[src/rtl/cfgsr_pkg.sv]
package cfgsr_pkg;
  localparam int NREG   = 32;
  localparam int AW     = 5;
  localparam int DW     = 10;
  localparam int HDR    = 1 + AW;
  localparam int FL     = HDR + DW;
  localparam int CW     = $clog2(FL + 2);
  localparam int DEF_MUL = 43;
  localparam int DEF_XOR = 341;

  function automatic logic [DW-1:0] reg_default(input int idx);
    int v;
    v = (idx * DEF_MUL) ^ DEF_XOR;
    return DW'(v);
  endfunction
endpackage

[src/rtl/cfgsr_sync.sv]
module cfgsr_sync #(
  parameter int              W       = 1,
  parameter logic [W-1:0]    RST_VAL = '0
) (
  input  logic         clk,
  input  logic         rst_n,
  input  logic [W-1:0] d,
  output logic [W-1:0] q
);
  logic [W-1:0] meta_q;

  always_ff @(posedge clk or negedge rst_n) begin
    if (!rst_n) begin
      meta_q <= RST_VAL;
      q      <= RST_VAL;
    end else begin
      meta_q <= d;
      q      <= meta_q;
    end
  end
endmodule

[src/rtl/cfgsr_frame.sv]
module cfgsr_frame
  import cfgsr_pkg::*;
(
  input  logic          clk,
  input  logic          rst_n,
  input  logic          cs_n_s,
  input  logic          sck_s,
  input  logic          din_s,
  input  logic [DW-1:0] rd_data,
  output logic [AW-1:0] rd_addr,
  output logic          wr_stb,
  output logic [AW-1:0] wr_addr,
  output logic [DW-1:0] wr_data,
  output logic          dout
);
  logic          sck_q, cs_q;
  logic          sck_rise, sck_fall, cs_fall, cs_rise;
  logic [FL-1:0] sr_q, sr_next;
  logic [CW-1:0] cnt_q;
  logic          rd_active_q, load_pend_q;
  logic [DW-1:0] rd_sr_q;
  logic          hdr_done;

  assign sck_rise = sck_s & ~sck_q & ~cs_n_s;
  assign sck_fall = ~sck_s & sck_q & ~cs_n_s;
  assign cs_fall  = ~cs_n_s & cs_q;
  assign cs_rise  = cs_n_s & ~cs_q;
  assign sr_next  = {sr_q[FL-2:0], din_s};
  assign hdr_done = sck_rise && (cnt_q == CW'(HDR - 1));

  always_ff @(posedge clk or negedge rst_n) begin
    if (!rst_n) begin
      sck_q <= 1'b0;
      cs_q  <= 1'b1;
    end else begin
      sck_q <= sck_s;
      cs_q  <= cs_n_s;
    end
  end

  // bit counter saturates one past a full frame so long frames are rejected
  always_ff @(posedge clk or negedge rst_n) begin
    if (!rst_n) begin
      cnt_q <= '0;
      sr_q  <= '0;
    end else begin
      if (cs_fall)
        cnt_q <= '0;
      else if (sck_rise && cnt_q != CW'(FL + 1))
        cnt_q <= cnt_q + 1'b1;
      if (sck_rise)
        sr_q <= sr_next;
    end
  end

  // header capture and read-data load
  always_ff @(posedge clk or negedge rst_n) begin
    if (!rst_n) begin
      rd_active_q <= 1'b0;
      load_pend_q <= 1'b0;
      rd_addr     <= '0;
    end else begin
      load_pend_q <= hdr_done;
      if (cs_fall)
        rd_active_q <= 1'b0;
      else if (hdr_done)
        rd_active_q <= ~sr_next[AW];
      if (hdr_done)
        rd_addr <= sr_next[AW-1:0];
    end
  end

  always_ff @(posedge clk or negedge rst_n) begin
    if (!rst_n) begin
      rd_sr_q <= '0;
      dout    <= 1'b0;
    end else if (cs_n_s) begin
      dout <= 1'b0;
    end else if (load_pend_q) begin
      rd_sr_q <= rd_data;
    end else if (sck_fall && rd_active_q &&
                 cnt_q >= CW'(HDR) && cnt_q < CW'(FL)) begin
      dout    <= rd_sr_q[DW-1];
      rd_sr_q <= {rd_sr_q[DW-2:0], 1'b0};
    end
  end

  always_ff @(posedge clk or negedge rst_n) begin
    if (!rst_n) begin
      wr_stb  <= 1'b0;
      wr_addr <= '0;
      wr_data <= '0;
    end else begin
      wr_stb  <= cs_rise && (cnt_q == CW'(FL)) && sr_q[FL-1];
      wr_addr <= sr_q[FL-2 -: AW];
      wr_data <= sr_q[DW-1:0];
    end
  end

  // data-out is low once chip select is seen high
  p_dout_idle_r6: assert property (@(posedge clk) disable iff (!rst_n)
    cs_n_s |=> !dout);
  // data-out only moves after a serial falling edge inside a frame
  p_dout_on_fall_r5: assert property (@(posedge clk) disable iff (!rst_n)
    (!sck_fall && !cs_n_s) |=> $stable(dout));
  // wrong-length frames never commit
  p_no_short_commit_r3: assert property (@(posedge clk) disable iff (!rst_n)
    (cs_rise && cnt_q != CW'(FL)) |=> !wr_stb);
  // read frames never commit
  p_read_no_commit_r4: assert property (@(posedge clk) disable iff (!rst_n)
    (cs_rise && !sr_q[FL-1]) |=> !wr_stb);
  // a commit only follows chip select going high
  p_commit_after_cs_r2: assert property (@(posedge clk) disable iff (!rst_n)
    wr_stb |-> cs_q);
endmodule

[src/rtl/cfgsr_regbank.sv]
module cfgsr_regbank
  import cfgsr_pkg::*;
(
  input  logic               clk,
  input  logic               rst_n,
  input  logic               wr_stb,
  input  logic [AW-1:0]      wr_addr,
  input  logic [DW-1:0]      wr_data,
  input  logic [AW-1:0]      rd_addr,
  output logic [DW-1:0]      rd_data,
  output logic [NREG*DW-1:0] regs_flat
);
  logic [DW-1:0]   regs_q [NREG];
  logic [NREG-1:0] wr_vec;

  for (genvar i = 0; i < NREG; i++) begin : g_reg
    assign wr_vec[i] = wr_stb && (wr_addr == AW'(i));
    always_ff @(posedge clk or negedge rst_n) begin
      if (!rst_n)
        regs_q[i] <= reg_default(i);
      else if (wr_vec[i])
        regs_q[i] <= wr_data;
    end
    assign regs_flat[i*DW +: DW] = regs_q[i];
  end

  assign rd_data = regs_q[rd_addr];

  // at most one register written per cycle
  p_one_write_r9: assert property (@(posedge clk) disable iff (!rst_n)
    $onehot0(wr_vec));
  // bus is stable without a write
  p_hold_r8: assert property (@(posedge clk) disable iff (!rst_n)
    !wr_stb |=> $stable(regs_flat));
endmodule

[src/rtl/cfgsr_top.sv]
module cfgsr_top
  import cfgsr_pkg::*;
(
  input  logic               clk,
  input  logic               rst_n,
  input  logic               ser_cs_n,
  input  logic               ser_clk,
  input  logic               ser_din,
  output logic               ser_dout,
  output logic [NREG*DW-1:0] cfg_flat
);
  logic [2:0]    pins_s;
  logic [AW-1:0] rd_addr, wr_addr;
  logic [DW-1:0] rd_data, wr_data;
  logic          wr_stb;

  cfgsr_sync #(.W(3), .RST_VAL(3'b100)) u_sync (
    .clk   (clk),
    .rst_n (rst_n),
    .d     ({ser_cs_n, ser_clk, ser_din}),
    .q     (pins_s)
  );

  cfgsr_frame u_frame (
    .clk     (clk),
    .rst_n   (rst_n),
    .cs_n_s  (pins_s[2]),
    .sck_s   (pins_s[1]),
    .din_s   (pins_s[0]),
    .rd_data (rd_data),
    .rd_addr (rd_addr),
    .wr_stb  (wr_stb),
    .wr_addr (wr_addr),
    .wr_data (wr_data),
    .dout    (ser_dout)
  );

  cfgsr_regbank u_bank (
    .clk       (clk),
    .rst_n     (rst_n),
    .wr_stb    (wr_stb),
    .wr_addr   (wr_addr),
    .wr_data   (wr_data),
    .rd_addr   (rd_addr),
    .rd_data   (rd_data),
    .regs_flat (cfg_flat)
  );

  // the bus never changes while the external chip select has stayed low
  p_no_update_in_frame_r2: assert property (@(posedge clk) disable iff (!rst_n)
    (!ser_cs_n && $past(!ser_cs_n) && !pins_s[2]) |=> $stable(cfg_flat));
endmodule

[config.mk]
export PLATFORM = sky130hd
export DESIGN_NAME = cfgsr_top
export DESIGN_NICKNAME = d
export VERILOG_FILES = /design/src/rtl/cfgsr_pkg.sv /design/src/rtl/cfgsr_sync.sv /design/src/rtl/cfgsr_frame.sv /design/src/rtl/cfgsr_regbank.sv /design/src/rtl/cfgsr_top.sv
export SDC_FILE = /design/constraint.sdc
export NUM_CORES = 1
export LEC_CHECK = 0
export BUFFER_PORTS_ARGS = -buffer_cell sky130_fd_sc_hd__buf_2
export CAP_MARGIN = 40
export CORE_MARGIN = 5
export CORE_UTILIZATION = 40
export DETAILED_ROUTE_END_ITERATION = 10
export GPL_TIMING_DRIVEN = 1
export HOLD_SLACK_MARGIN = 0.03
export SLEW_MARGIN = 0
export SYNTH_ARGS = -nofsm -noshare
export SYNTH_HDL_FRONTEND = slang
export SYNTH_SLANG_ARGS = --single-unit
[constraint.sdc]
create_clock -name clk -period 4.05 [get_ports clk]
set_clock_uncertainty 0.2 [all_clocks]
set_input_delay 0.81 -clock clk [delete_from_list [all_inputs] [get_ports clk]]
set_output_delay 0.81 -clock clk [all_outputs]
set_load 0.03 [all_outputs]
After elaboration in Yosys (flattened, before gate mapping)
Cells that the tools add are included.
- output and inout port bits: 321
- bits in registers: 383
- input port bits: 5
- word-level logic and storage cells: 155
- reductions and logical operators: 46
- mux-type cells: 12
- bitwise gates (word level): 12
- equality and inequality tests: 35
- add/sub/neg operators: 1
- magnitude comparators: 3
- operators with widths (operator ; count):
    $eq A5 B5 Y1 const B ; 17
    $bmux W10 S5 ; 1
    $eq A5 B4 Y1 const B ; 8
    $mux W10 ; 4
    $logic_and A1 B1 Y1 ; 39
    $eq A5 B3 Y1 const B ; 5
    $eq A5 B2 Y1 const B ; 2
    $mux W5 ; 2
    $reduce_bool A2 Y1 ; 4
    $and A1 B1 Y1 ; 6
    $ge A6 B6 Y1 const B ; 1
    $not A5 Y6 ; 1
    $add A5 B1 Y5 const B ; 1
    $eq A5 B1 Y1 const B ; 1
    $ge A5 B3 Y1 const B ; 1
    $logic_not A5 Y1 ; 1
    $lt A5 B5 Y1 const B ; 1
    $mux W1 ; 5
    $ne A5 B5 Y1 const B ; 1
    $not A1 Y1 ; 5
    $reduce_and A2 Y1 ; 2
    $ne A2 B2 Y1 const B ; 1

Logic depth before layout (Yosys ltp)
- depth in word-level cells: 9
- depth in mapped cells: 8
- gate-level depth less buffers: 7

Cells and area by module
A second synthesis with hierarchy kept.
- cells, all modules: 1269
- area, all modules: 17651.9 sq um
- by module, submodules not included (module ; area an instance (sq um) ; cells each ; times used ; sequential area each (sq um)):
    cfgsr_regbank ; 15185.8 ; 1093 ; 1 ; 8205.4
    cfgsr_frame ; 2313.5 ; 170 ; 1 ; 1427.6
    cfgsr_sync ; 152.6 ; 6 ; 1 ; 152.6

Least setup slack after synthesis
OpenSTA, ideal clock, no wires.
- kind: register to register
- start: reg u_frame.rd_addr[0]
- end: reg u_frame.rd_sr_q[4]
- cell stages (with the launch flop): 7
- path buffers: 2
- clock period less this slack: 2.024 ns
- arrival: 1.688 ns
- required time: 3.714 ns
- path slack: 2.026 ns
- library setup time: 0.136 ns
- cells stage by stage: dfrtp_1 buf_6 buf_12 mux4_1 mux2_2 a221oi_1 o41ai_1
- longest elaborated chain between the ends: 5
- RTL lines (element ; line ; RTL):
    start: declaration ; cfgsr_frame.sv:10 ; output logic [AW-1:0] rd_addr,
    start signal: assignment ; cfgsr_frame.sv:69 ; rd_addr <= sr_next[AW-1:0];
    $not A5 Y6 (implied by the code) ; cfgsr_regbank.sv:27 ; assign rd_data = regs_q[rd_addr];
    $bmux W10 S5 ; cfgsr_regbank.sv:27 ;
    $mux W10 (implied by the code) (2 in series) ; cfgsr_regbank.sv:27 ;
    $mux W10 ; cfgsr_frame.sv:79 ; end else if (load_pend_q) begin
    end signal: assignment ; cfgsr_frame.sv:80 ; rd_sr_q <= rd_data;
    end signal: assignment ; cfgsr_frame.sv:84 ; rd_sr_q <= {rd_sr_q[DW-2:0], 1'b0};
    end: declaration ; cfgsr_frame.sv:21 ; logic [DW-1:0] rd_sr_q;
Every way passes these cells. The select of a mux whose other input is x is not followed.
A chain may end at the register's enable or synchronous reset.

Worst setup path after layout
- start: reg u_frame.rd_addr[0]
- end: reg u_frame.rd_sr_q[6]
The elaborated chain is that of the path after synthesis.

==> impl_results.md <==
* Run status: finished, final reports clean
* Crit-path leading delay family: flip-flops
* Mapped Cells at 1144
* Critical path class: reg -> reg
* Critical path startpoint category: flop
* Worst Hold Class: in -> async
* Final setup fails at 0
* Sequential area share after synthesis at 0.5627
* Die height at 218.5 um
* Via/cell ratio at 5.505
* Tcrit/Tclk final at 0.7931
* Clock Sink Count at 383
* Drt pass-1 iters at 5
* # diodes at 0
* Iter 0 DRT Violations at 908
* Buffers on Ports at 325
* Clk buf depth at 3
* Routability-driven placement congestion ratio at 0.8165
* Slew @ Worst Pin at 1.029 ns
* Pwr Total at 0.008526 W
* Mean Syn Cell Area at 15.20 um2
* Pwr Density at 401.9 nW/um2
* IO Pins at 326
* Aggregate routed wire length at 57250 um
* Synthesized area at 17390 um2
* Most common cell after layout, fill and taps aside: mux2_2
* Layout area overhead at 22.00%
* Share of layout cells above drive strength 1 at 0.6603
* Synth Flop Type: dfrtp_1
* TritonCTS clock tree: done
* Yosys warning count at 0
* Hold_ws at 0.09534 ns
* Global route total overflow at 0
* Static Leakage at 10.23 nW
* CP bufs+invs at 1
* Vias at 11550
* Initial antenna violation count at 3
* Hold_buf cts at 0
* Worst path slowest cell: dfrtp_4
* Commonest non-fill, non-tap cells in the layout: mux2_2, buf_2, dfrtp_1
* Fin crit period at 3.212 ns
* CP Data Arrival Time at 3.43 ns
* Post-layout utilization of the core at 0.4925
* Post-synth ARST share at 1.000
* CTS buffer count at 43
* Rows at 76
* Max FO, Critical Path at 36
* Core ar. at 43080 um2
* Unrepaired setup endpoints after global routing: no
* Relative slew slack at 0.3139
* Worst vdd ir at 0.2293 mV
* FF+latch count, synth at 383
* Initial Utilization at 0.4037
* CTS root buf: clkbuf_16
* Worst-Skew Late Latency at 0.56 ns
* Final nets at 1488
* Fillers at 3819
* Max cap viols at 0
* Worst-path cell chain: buf_4 -> mux4_1 -> mux2_2 -> a221oi_1 -> o41ai_1
* Post-CTS setup buffers at 0
* Vias in the first global route at 11910
* Maximum number of pins on one net before global-route repair at 116
* Fin Setup TNS at 0 ns
* WL/cell at 27.29 um
* Crit path capture type: flop
* First-pass GRT wire length at 84170 um
* Syn Nets at 1152
* Die Width at 218.5 um
* Max-slew violations at 0
* Total Routing Usage GR at 0.2367
* Post-cts sizing count at 0
* Slowest cell delay on critical path at 0.95 ns
* Fmax at 0.3113 GHz
* Count of flip-flops with a built-in enable after synthesis at 0
* Drc violations at 0
* DP Wirelength at 41300 um
* Post-synth cell types at 54
* Number of routed nets with antenna violations at 0
* Die footprint at 47750 um2
* Req. time, crit path at 4.27 ns
* CTS H-tree lvls at 2
* Hold Vio Cnt, Final at 0
* Clock transition at path regs at 0.06 ns
[synth_stat cells, types with 9 or more instances]
cell / count / area share
buf_2: 14 / 0.0040
nand2b_1: 9 / 0.0032
a22oi_1: 16 / 0.0069
o21ai_0: 18 / 0.0052
mux2_2: 342 / 0.22
dfstp_2: 161 / 0.24
clkbuf_1: 46 / 0.0099
a21oi_1: 9 / 0.0026
nor2_1: 18 / 0.0039
inv_1: 11 / 0.0024
mux2i_1: 67 / 0.039
mux4_2: 40 / 0.052
mux4_1: 10 / 0.015
nor2_2: 12 / 0.0043
nor2b_1: 19 / 0.0068
nand2_1: 19 / 0.0041
buf_4: 10 / 0.0043
dfrtp_1: 222 / 0.32
[sequential cells by signal, summed over array words and instances, names as in the netlist, 5 cells and up]
signal / cells
u_frame.wr_data: 10
u_frame.cnt_q: 5
u_frame.sr_q: 16
u_frame.wr_addr: 5
u_frame.rd_sr_q: 10
u_frame.rd_addr: 5
u_bank.regs_flat: 320
[routing by layer]
metal | up-vias | track usage | part of all wire
met5 | - | 0 | 0
li1 | 4939 | - | -
met2 | 370 | 0.3714 | 0.47
met4 | 0 | 0.07348 | 0.028
met3 | 79 | 0.05610 | 0.066
met1 | 6161 | 0.3288 | 0.44
[where the power goes]
| group | internal [W] | leakage [nW] | total [W] | switching, W |
|---|---|---|---|---|
| clock network | 0.00229 | 0.683 | 0.00384 | 0.00155 |
| logic | 0.000168 | 4.82 | 0.000561 | 0.000393 |
| registers | 0.00391 | 4.72 | 0.00413 | 0.000212 |
| total | 0.00637 | 10.2 | 0.00853 | 0.00216 |
[area by class of cell]
cell class | instances | area [um2] | share of cell area
clock buffers | 71 | 1324 | 0.06239
clock inverters | 7 | 63.81 | 0.003008
inverters | 11 | 41.29 | 0.001946
multi-input cells | 671 | 7137 | 0.3364
flip-flops and latches | 383 | 9794 | 0.4616
well taps | 585 | 732.0 | 0.03450
repair buffers | 370 | 2125 | 0.1001
[path summary, 6_finish.rpt]
kind,endpoint,from,depth (start not counted),slack [ns]
setup / recovery,u_frame.rd_sr_q[6],u_frame.rd_addr[0],5,0.84
hold reg to reg,u_sync.q[1],u_sync.meta_q[1],0,0.14
hold / removal,u_bank.regs_flat[308],rst_n,1,0.1
setup reg to reg,u_frame.rd_sr_q[6],u_frame.rd_addr[0],5,0.84
min in group clk,u_sync.q[1],u_sync.meta_q[1],0,0.14
max in group asynchronous,u_frame.rd_addr[1],rst_n,2,2.49
[per-stage QoR]
step / worst slack (ns) / instances / area, um2
detailed placement: 0.7912 / 2020 / 19830
global route: 0.6794 / 2098 / 21220
finish: 0.8378 / 2098 / 21220
floorplan: 2.026 / 1144 / 17390
global placement: 0.6805 / 2008 / 19650
CTS: 0.7784 / 2098 / 21220
[cells by family (layout without fill, tap and decap cells)]
| kind of cell | count (synthesis) | after routing | share of synthesized area |
|---|---|---|---|
| buffers and inverters | 90 | 459 | 0.02720 |
| AND/OR/NAND/NOR | 111 | 111 | 0.03864 |
| multiplexers | 464 | 464 | 0.3302 |
| flip-flops | 383 | 383 | 0.5627 |
| XOR/XNOR | 3 | 3 | 0.001511 |
| adder cells (fa/ha/maj) | 3 | 3 | 0.002159 |
| AO/OA/AOI/OAI | 90 | 90 | 0.03763 |
Note: power is estimated with default switching activity, not from simulation.
